===== src/rtl/hzfw_pkg.sv =====
package hzfw_pkg;

  // Operand source codes; the operand muxes decode these values.
  typedef enum logic [1:0] {
    SRC_RF  = 2'b00,
    SRC_WB  = 2'b01,
    SRC_EXM = 2'b10
  } src_sel_e;

  // Enable / flush bundle for the front of the pipe.
  typedef struct packed {
    logic pc_we;
    logic ifid_we;
    logic ifid_flush;
    logic idex_flush;
  } front_ctl_t;

  localparam front_ctl_t FRONT_RUN = '{pc_we: 1'b1, ifid_we: 1'b1,
                                       ifid_flush: 1'b0, idex_flush: 1'b0};

endpackage


===== src/rtl/hzfw_src_pick.sv =====
module hzfw_src_pick
  import hzfw_pkg::*;
#(
  parameter int AW = 5
) (
  input  logic [AW-1:0] src,
  input  logic [AW-1:0] exm_rd,
  input  logic          exm_wr,
  input  logic [AW-1:0] wb_rd,
  input  logic          wb_wr,
  output src_sel_e      sel
);

  localparam logic [AW-1:0] ZERO_REG = '0;

  logic src_live;
  logic exm_hit;
  logic wb_hit;

  assign src_live = (src != ZERO_REG);
  assign exm_hit  = src_live && exm_wr && (exm_rd == src);
  assign wb_hit   = src_live && wb_wr  && (wb_rd  == src);

  // Younger producer first.
  always_comb begin
    if (exm_hit)     sel = SRC_EXM;
    else if (wb_hit) sel = SRC_WB;
    else             sel = SRC_RF;
  end

  always_comb begin

    sel_legal_chk: assert (sel != 2'b11)
      else $error("illegal operand select");

    wb_yield_chk: assert (!(sel == SRC_WB && exm_wr && exm_rd == src))
      else $error("MEM/WB chosen over matching EX/MEM");

    zero_src_chk: assert (src != ZERO_REG || sel == SRC_RF)
      else $error("register 0 forwarded");
  end

endmodule


===== src/rtl/hzfw_load_use.sv =====
module hzfw_load_use #(
  parameter int AW = 5
) (
  input  logic [AW-1:0] id_rs1,
  input  logic [AW-1:0] id_rs2,
  input  logic [AW-1:0] ex_rd,
  input  logic          ex_mem_rd,
  output logic          hazard
);

  localparam logic [AW-1:0] ZERO_REG = '0;

  logic hit1, hit2;

  assign hit1   = (ex_rd == id_rs1);
  assign hit2   = (ex_rd == id_rs2);
  assign hazard = ex_mem_rd && (ex_rd != ZERO_REG) && (hit1 || hit2);

  always_comb begin

    load_only_chk: assert (!hazard || ex_mem_rd)
      else $error("stall raised without a load");
  end

endmodule


===== src/rtl/hzfw_front_ctl.sv =====
module hzfw_front_ctl
  import hzfw_pkg::*;
(
  input  logic       load_use,
  input  logic       branch_taken,
  output front_ctl_t ctl
);

  always_comb begin
    ctl = FRONT_RUN;
    if (branch_taken) begin
      // Redirect wins: fetch keeps running, both younger slots die.
      ctl.ifid_flush = 1'b1;
      ctl.idex_flush = 1'b1;
    end else if (load_use) begin
      ctl.pc_we      = 1'b0;
      ctl.ifid_we    = 1'b0;
      ctl.idex_flush = 1'b1;
    end
  end

  always_comb begin

    stall_shape_chk: assert (ctl.pc_we || (!ctl.ifid_we && ctl.idex_flush && !ctl.ifid_flush))
      else $error("malformed stall");

    squash_shape_chk: assert (!ctl.ifid_flush || (ctl.pc_we && ctl.ifid_we && ctl.idex_flush))
      else $error("malformed squash");

    redirect_run_chk: assert (!branch_taken || (ctl.pc_we && ctl.ifid_we))
      else $error("stall froze a redirect");
  end

endmodule


===== src/rtl/hzfw_ctrl.sv =====
module hzfw_ctrl
  import hzfw_pkg::*;
#(
  parameter int AW = 5
) (
  input  logic [AW-1:0] id_rs1,
  input  logic [AW-1:0] id_rs2,
  input  logic [AW-1:0] ex_rs1,
  input  logic [AW-1:0] ex_rs2,
  input  logic [AW-1:0] ex_rd,
  input  logic          ex_mem_rd,
  input  logic [AW-1:0] exm_rd,
  input  logic          exm_reg_wr,
  input  logic [AW-1:0] wb_rd,
  input  logic          wb_reg_wr,
  input  logic          branch_taken,
  output logic [1:0]    fwd_a,
  output logic [1:0]    fwd_b,
  output logic          pc_we,
  output logic          ifid_we,
  output logic          ifid_flush,
  output logic          idex_flush
);

  localparam int NOPS = 2;

  logic [AW-1:0] ex_src [NOPS];
  src_sel_e      sel    [NOPS];
  logic          load_use;
  front_ctl_t    ctl;

  assign ex_src[0] = ex_rs1;
  assign ex_src[1] = ex_rs2;

  for (genvar g = 0; g < NOPS; g++) begin : g_op
    hzfw_src_pick #(.AW(AW)) u_pick (
      .src    (ex_src[g]),
      .exm_rd (exm_rd),
      .exm_wr (exm_reg_wr),
      .wb_rd  (wb_rd),
      .wb_wr  (wb_reg_wr),
      .sel    (sel[g])
    );
  end

  hzfw_load_use #(.AW(AW)) u_lu (
    .id_rs1    (id_rs1),
    .id_rs2    (id_rs2),
    .ex_rd     (ex_rd),
    .ex_mem_rd (ex_mem_rd),
    .hazard    (load_use)
  );

  hzfw_front_ctl u_front (
    .load_use     (load_use),
    .branch_taken (branch_taken),
    .ctl          (ctl)
  );

  assign fwd_a      = sel[0];
  assign fwd_b      = sel[1];
  assign pc_we      = ctl.pc_we;
  assign ifid_we    = ctl.ifid_we;
  assign ifid_flush = ctl.ifid_flush;
  assign idex_flush = ctl.idex_flush;

  always_comb begin

    quiet_default_chk: assert (load_use || branch_taken ||
                               (pc_we && ifid_we && !ifid_flush && !idex_flush))
      else $error("front control active without cause");
  end

endmodule


===== config.mk =====
export PLATFORM = sky130hd
export DESIGN_NAME = hzfw_ctrl
export DESIGN_NICKNAME = d
export VERILOG_FILES = /design/src/rtl/hzfw_pkg.sv /design/src/rtl/hzfw_src_pick.sv /design/src/rtl/hzfw_load_use.sv /design/src/rtl/hzfw_front_ctl.sv /design/src/rtl/hzfw_ctrl.sv
export SDC_FILE = /design/constraint.sdc
export NUM_CORES = 1
export LEC_CHECK = 0
export BUFFER_PORTS_ARGS = -buffer_cell sky130_fd_sc_hd__clkbuf_2
export CAP_MARGIN = 15
export CORE_AREA = 2 2 39 41
export DETAILED_ROUTE_END_ITERATION = 7
export DIE_AREA = 0 0 41 43
export GPL_ROUTABILITY_DRIVEN = 0
export PLACE_DENSITY = 0.8
export RECOVER_POWER = 100
export SETUP_SLACK_MARGIN = 0.15
export SYNTH_ARGS = -nofsm -noshare
export SYNTH_HDL_FRONTEND = slang
export SYNTH_SLANG_ARGS = --single-unit

===== constraint.sdc =====
create_clock -name vclk -period 1.3
set_clock_uncertainty 0.05 [all_clocks]
set_input_delay 0.065 -clock vclk [all_inputs]
set_output_delay 0.065 -clock vclk [all_outputs]
set_load 0.1 [all_outputs]

Word level (Yosys, flattened, before mapping)
Index checks and enable logic that the tools add are counted.
{"block": "op_classes", "n_eq_ne": 6, "n_mux": 9, "reduce_logical": 14}
{"op": "5-bit equality test", "count": 6}
{"op": "5-bit nonzero test", "count": 3}
{"op": "1-bit logical AND", "count": 10}
{"op": "2-bit two-way mux", "count": 4}
{"op": "1-bit two-way mux", "count": 5}
{"op": "1-bit logical OR", "count": 1}
{"block": "totals", "register_bits": 0, "elab_cells": 29}

Longest topological paths before layout
{"block": "depth", "depth_word": 5, "depth_mapped": 5}

Cells and area by module
A second synthesis with hierarchy kept.
{"block": "hier_totals", "cells_unflattened": 59, "area_unflattened_um2": 445.4}
{"module": "hzfw_src_pick", "instances": 2, "cells_per_inst": 19, "area_per_inst_um2": 146.4, "seq_area_each_um2": 0.0}
{"module": "hzfw_load_use", "instances": 1, "cells_per_inst": 17, "area_per_inst_um2": 125.1, "seq_area_each_um2": 0.0}
{"module": "hzfw_front_ctl", "instances": 1, "cells_per_inst": 4, "area_per_inst_um2": 27.5, "seq_area_each_um2": 0.0}

Worst setup path after synthesis
No wires, ideal clock.
{"block": "synth_path", "path_type": "input to output", "startpoint": "input ex_rs1[0]", "endpoint": "output fwd_a[0]", "arrival_ns": 2.507, "t_required_ns": 1.185, "slack_ns": -1.322, "cell_stages": 4, "path_cell_list": "or4_4 -> nor2_4 -> nor4_2 -> nor4_2"}
{"element": "start: declaration", "line_no": "hzfw_ctrl.sv:8", "text": "input logic [AW-1:0] ex_rs1,"}
{"element": "5-bit nonzero test", "line_no": "hzfw_src_pick.sv:20", "text": "assign src_live = (src != ZERO_REG);"}
{"element": "1-bit logical AND", "line_no": "hzfw_src_pick.sv:21", "text": "assign exm_hit = src_live && exm_wr && (exm_rd == src);"}
{"element": "1-bit logical AND (*)", "line_no": "hzfw_src_pick.sv:21"}
{"element": "via g_op[0].u_pick.exm_hit", "line_no": "hzfw_src_pick.sv:17", "text": "logic exm_hit;"}
{"element": "2-bit two-way mux (*)", "line_no": "hzfw_src_pick.sv:26", "text": "if (exm_hit) sel = SRC_EXM;"}
{"element": "end: declaration", "line_no": "hzfw_ctrl.sv:17", "text": "output logic [1:0] fwd_a,"}
Mark *: on every way through the listed nets, which the timed path passes. The rest lies on a longest branch.

Final worst setup path
{"block": "layout_path", "startpoint": "input ex_rs1[0]", "endpoint": "output fwd_a[0]"}
{"block": "layout_via", "elab_chain_len": 5}
{"element": "5-bit nonzero test", "line_no": "hzfw_src_pick.sv:20"}
{"element": "1-bit logical AND (2 in series)", "line_no": "hzfw_src_pick.sv:22", "text": "assign wb_hit = src_live && wb_wr && (wb_rd == src);"}
{"element": "1-bit two-way mux", "line_no": "hzfw_src_pick.sv:27", "text": "else if (wb_hit) sel = SRC_WB;"}
{"element": "2-bit two-way mux (*)", "line_no": "hzfw_src_pick.sv:26"}
Every way passes the cells marked *; elsewhere a longest branch is shown, timed or not.

==> reports/results.txt <==
Worst Path Max Fanout - 2
Setup violators final - 6
Chip Width - 41 um
# port buffers - 47
YS warnings - 0
Post-route setup slack - -0.158 ns
Kind of critical path - in2out
WL final - 1540 um
Met3 Use GR - 0.524%
Seq/Total Area, Yosys - 0%
Library cells used by synthesis - 15
Post-Syn Area per Cell - 8.28 um2
Initial antenna violation count - 0
Rel. slew slack - 64.2%
Failing checks - negative setup slack
Fin Hold WS - 0.482 ns
Rows - 14
Initial DRC Count - 4
All-layer global routing usage - 16.7%
Worst EP required - 1.19 ns
Peak supply drop - 158 uV
Arrival time at the worst endpoint - 1.34 ns
Min-delay src - wb_reg_wr
Chip Height - 43 um
Worst Hold Class - in2out
Initial core utilization - 34.1%
CP Launch Type - input pin
Fill count - 85
Post CTS Setup Buffer Count - 0
Fmax - 0.686 GHz
Via count - 634
Met2 Track Usage GR - 35.0%
First-pass GRT wire length - 2130 um
HPWL Detailed - 1410 um
Crit end category - output port
Syn_nets - 96
Hold Fails Final Rpt - 0
Vias in the first global route - 603
Clock buffer count - 0
Core Area - 0.00138 mm2
PD cells - 341 mW/mm2
Avg WL per Cell - 11.8 um
Top Usage Layer GRT - met2
Number of remaining DRC errors - 0
Setup tns final - -0.561 ns
Post-Syn Instances - 57
Layout sequential cell count - 0
Final ANT Viol Nets - 0
Max-cap viol count - 0
Grt met1 use - 17.1%
Largest net degree at the start of global routing - 4
Area growth, synth to finish - 111%
Reg area - 0 um2
Slew @ Worst Pin - 0.539 ns
Antenna cells - 0
Hold Path End - fwd_b[0]
DRT Pass-1 Iters - 4
Vias per cell - 4.88
Die area - 0.00176 mm2
Final Util - 71.9%
Cells on Worst Hold Path - 4
Multi-input logic area - 505 um2
# IOs - 47
Cell Area, Synth - 472 um2
Total grt overflow - 0
Status - complete, but fails checks
Fin crit period - 1.46 ns
# nets final - 155
Unrepaired setup endpoints after global routing - yes
Leak pwr - 0.440 nW
Period utilization - 112%
Ratio of cells with drive above 1 in the final layout - 66.7%
Max-slew violations - 0
==> cells in the final DEF, fill, tap and decap left out, types with 2 or more instances in the layout <==
master    count
buf_12        7
buf_4        14
clkbuf_2     35
nand2_1       2
nand4_1       4
nor2_1        2
nor2_4        2
nor3_2        2
nor4_2        2
nor4_4        2
or4_4         3
xnor2_1      16
xor2_1       13
==> layout make-up <==
| class | count | area share (%) |
|---|---|---|
| multi-input cells | 53 | 50.8 |
| well taps | 16 | 2.01 |
| repair buffers | 61 | 47.2 |
==> Yosys cell counts, drive strengths merged <==
cell type,instances,area (um2)
a22oi,1,7.51
xnor2,16,140
buf,4,30.0
nor4,4,50.1
nor3,2,10.0
or3,1,6.26
o21bai,1,7.51
nand2,2,7.51
nand4,4,25.0
or4,3,30.0
o21ai,1,5.00
xor2,14,123
nor2,4,30.0
==> worst max-delay path by stage <==
| stage | start | endpoint | slack, ns |
|---|---|---|---|
| after detailed placement | ex_rs2[1] | fwd_b[0] | -0.17 |
| final | ex_rs1[0] | fwd_a[0] | -0.16 |
| after global routing | ex_rs1[0] | fwd_a[0] | -0.21 |
| after CTS | ex_rs1[0] | fwd_a[0] | -0.17 |
| after global placement | ex_rs1[0] | fwd_a[0] | -0.15 |
| after floorplan | ex_rs1[0] | fwd_a[0] | -0.66 |
==> worst max-delay path: stages <==
cell	delay (ns)
clkbuf_2	0.09
or4_4	0.54
nor2_4	0.11
nor4_2	0.07
nor4_4	0.26
buf_12	0.21
==> layer usage <==
layer,wire length (um),up-vias,share of wire [%]
li1,-,315,-
met1,529,275,34
met2,815,44,53
met3,195,0,13
met4,0,0,0
met5,0,-,0
==> power by group <==
part | total [mW] | switching (mW) | internal [mW]
clock network | 0 | 0 | 0
registers | 0 | 0 | 0
logic | 0.339 | 0.175 | 0.164
total | 0.339 | 0.175 | 0.164
==> logic make-up (layout without fill, tap and decap cells) <==
group,Yosys count,in the layout,share of synthesized area (%)
AOI/OAI and AO/OA,3,3,4.24
xor gates and xnor gates,30,30,55.7
buffers and inverters,4,61,6.37
and+or+nand+nor,20,20,33.7
==> metrics by stage <==
stage	power (mW)	instance area [um2]	worst slack, ns	cells
floorplan	0.170	533	-0.664	57
global placement	0.317	956	-0.150	130
detailed placement	0.325	956	-0.165	130
CTS	0.332	973	-0.173	130
global route	0.360	995	-0.210	130
finish	0.339	995	-0.158	130
==> repair_timing <==
item | in CTS | in global routing
hold buffers | 0 | 0
resized for setup | 2 | 9
setup endpoints to repair | 7 | 7
pin swaps | 9 | 9
No activity file was read; power rests on OpenSTA's default activity.
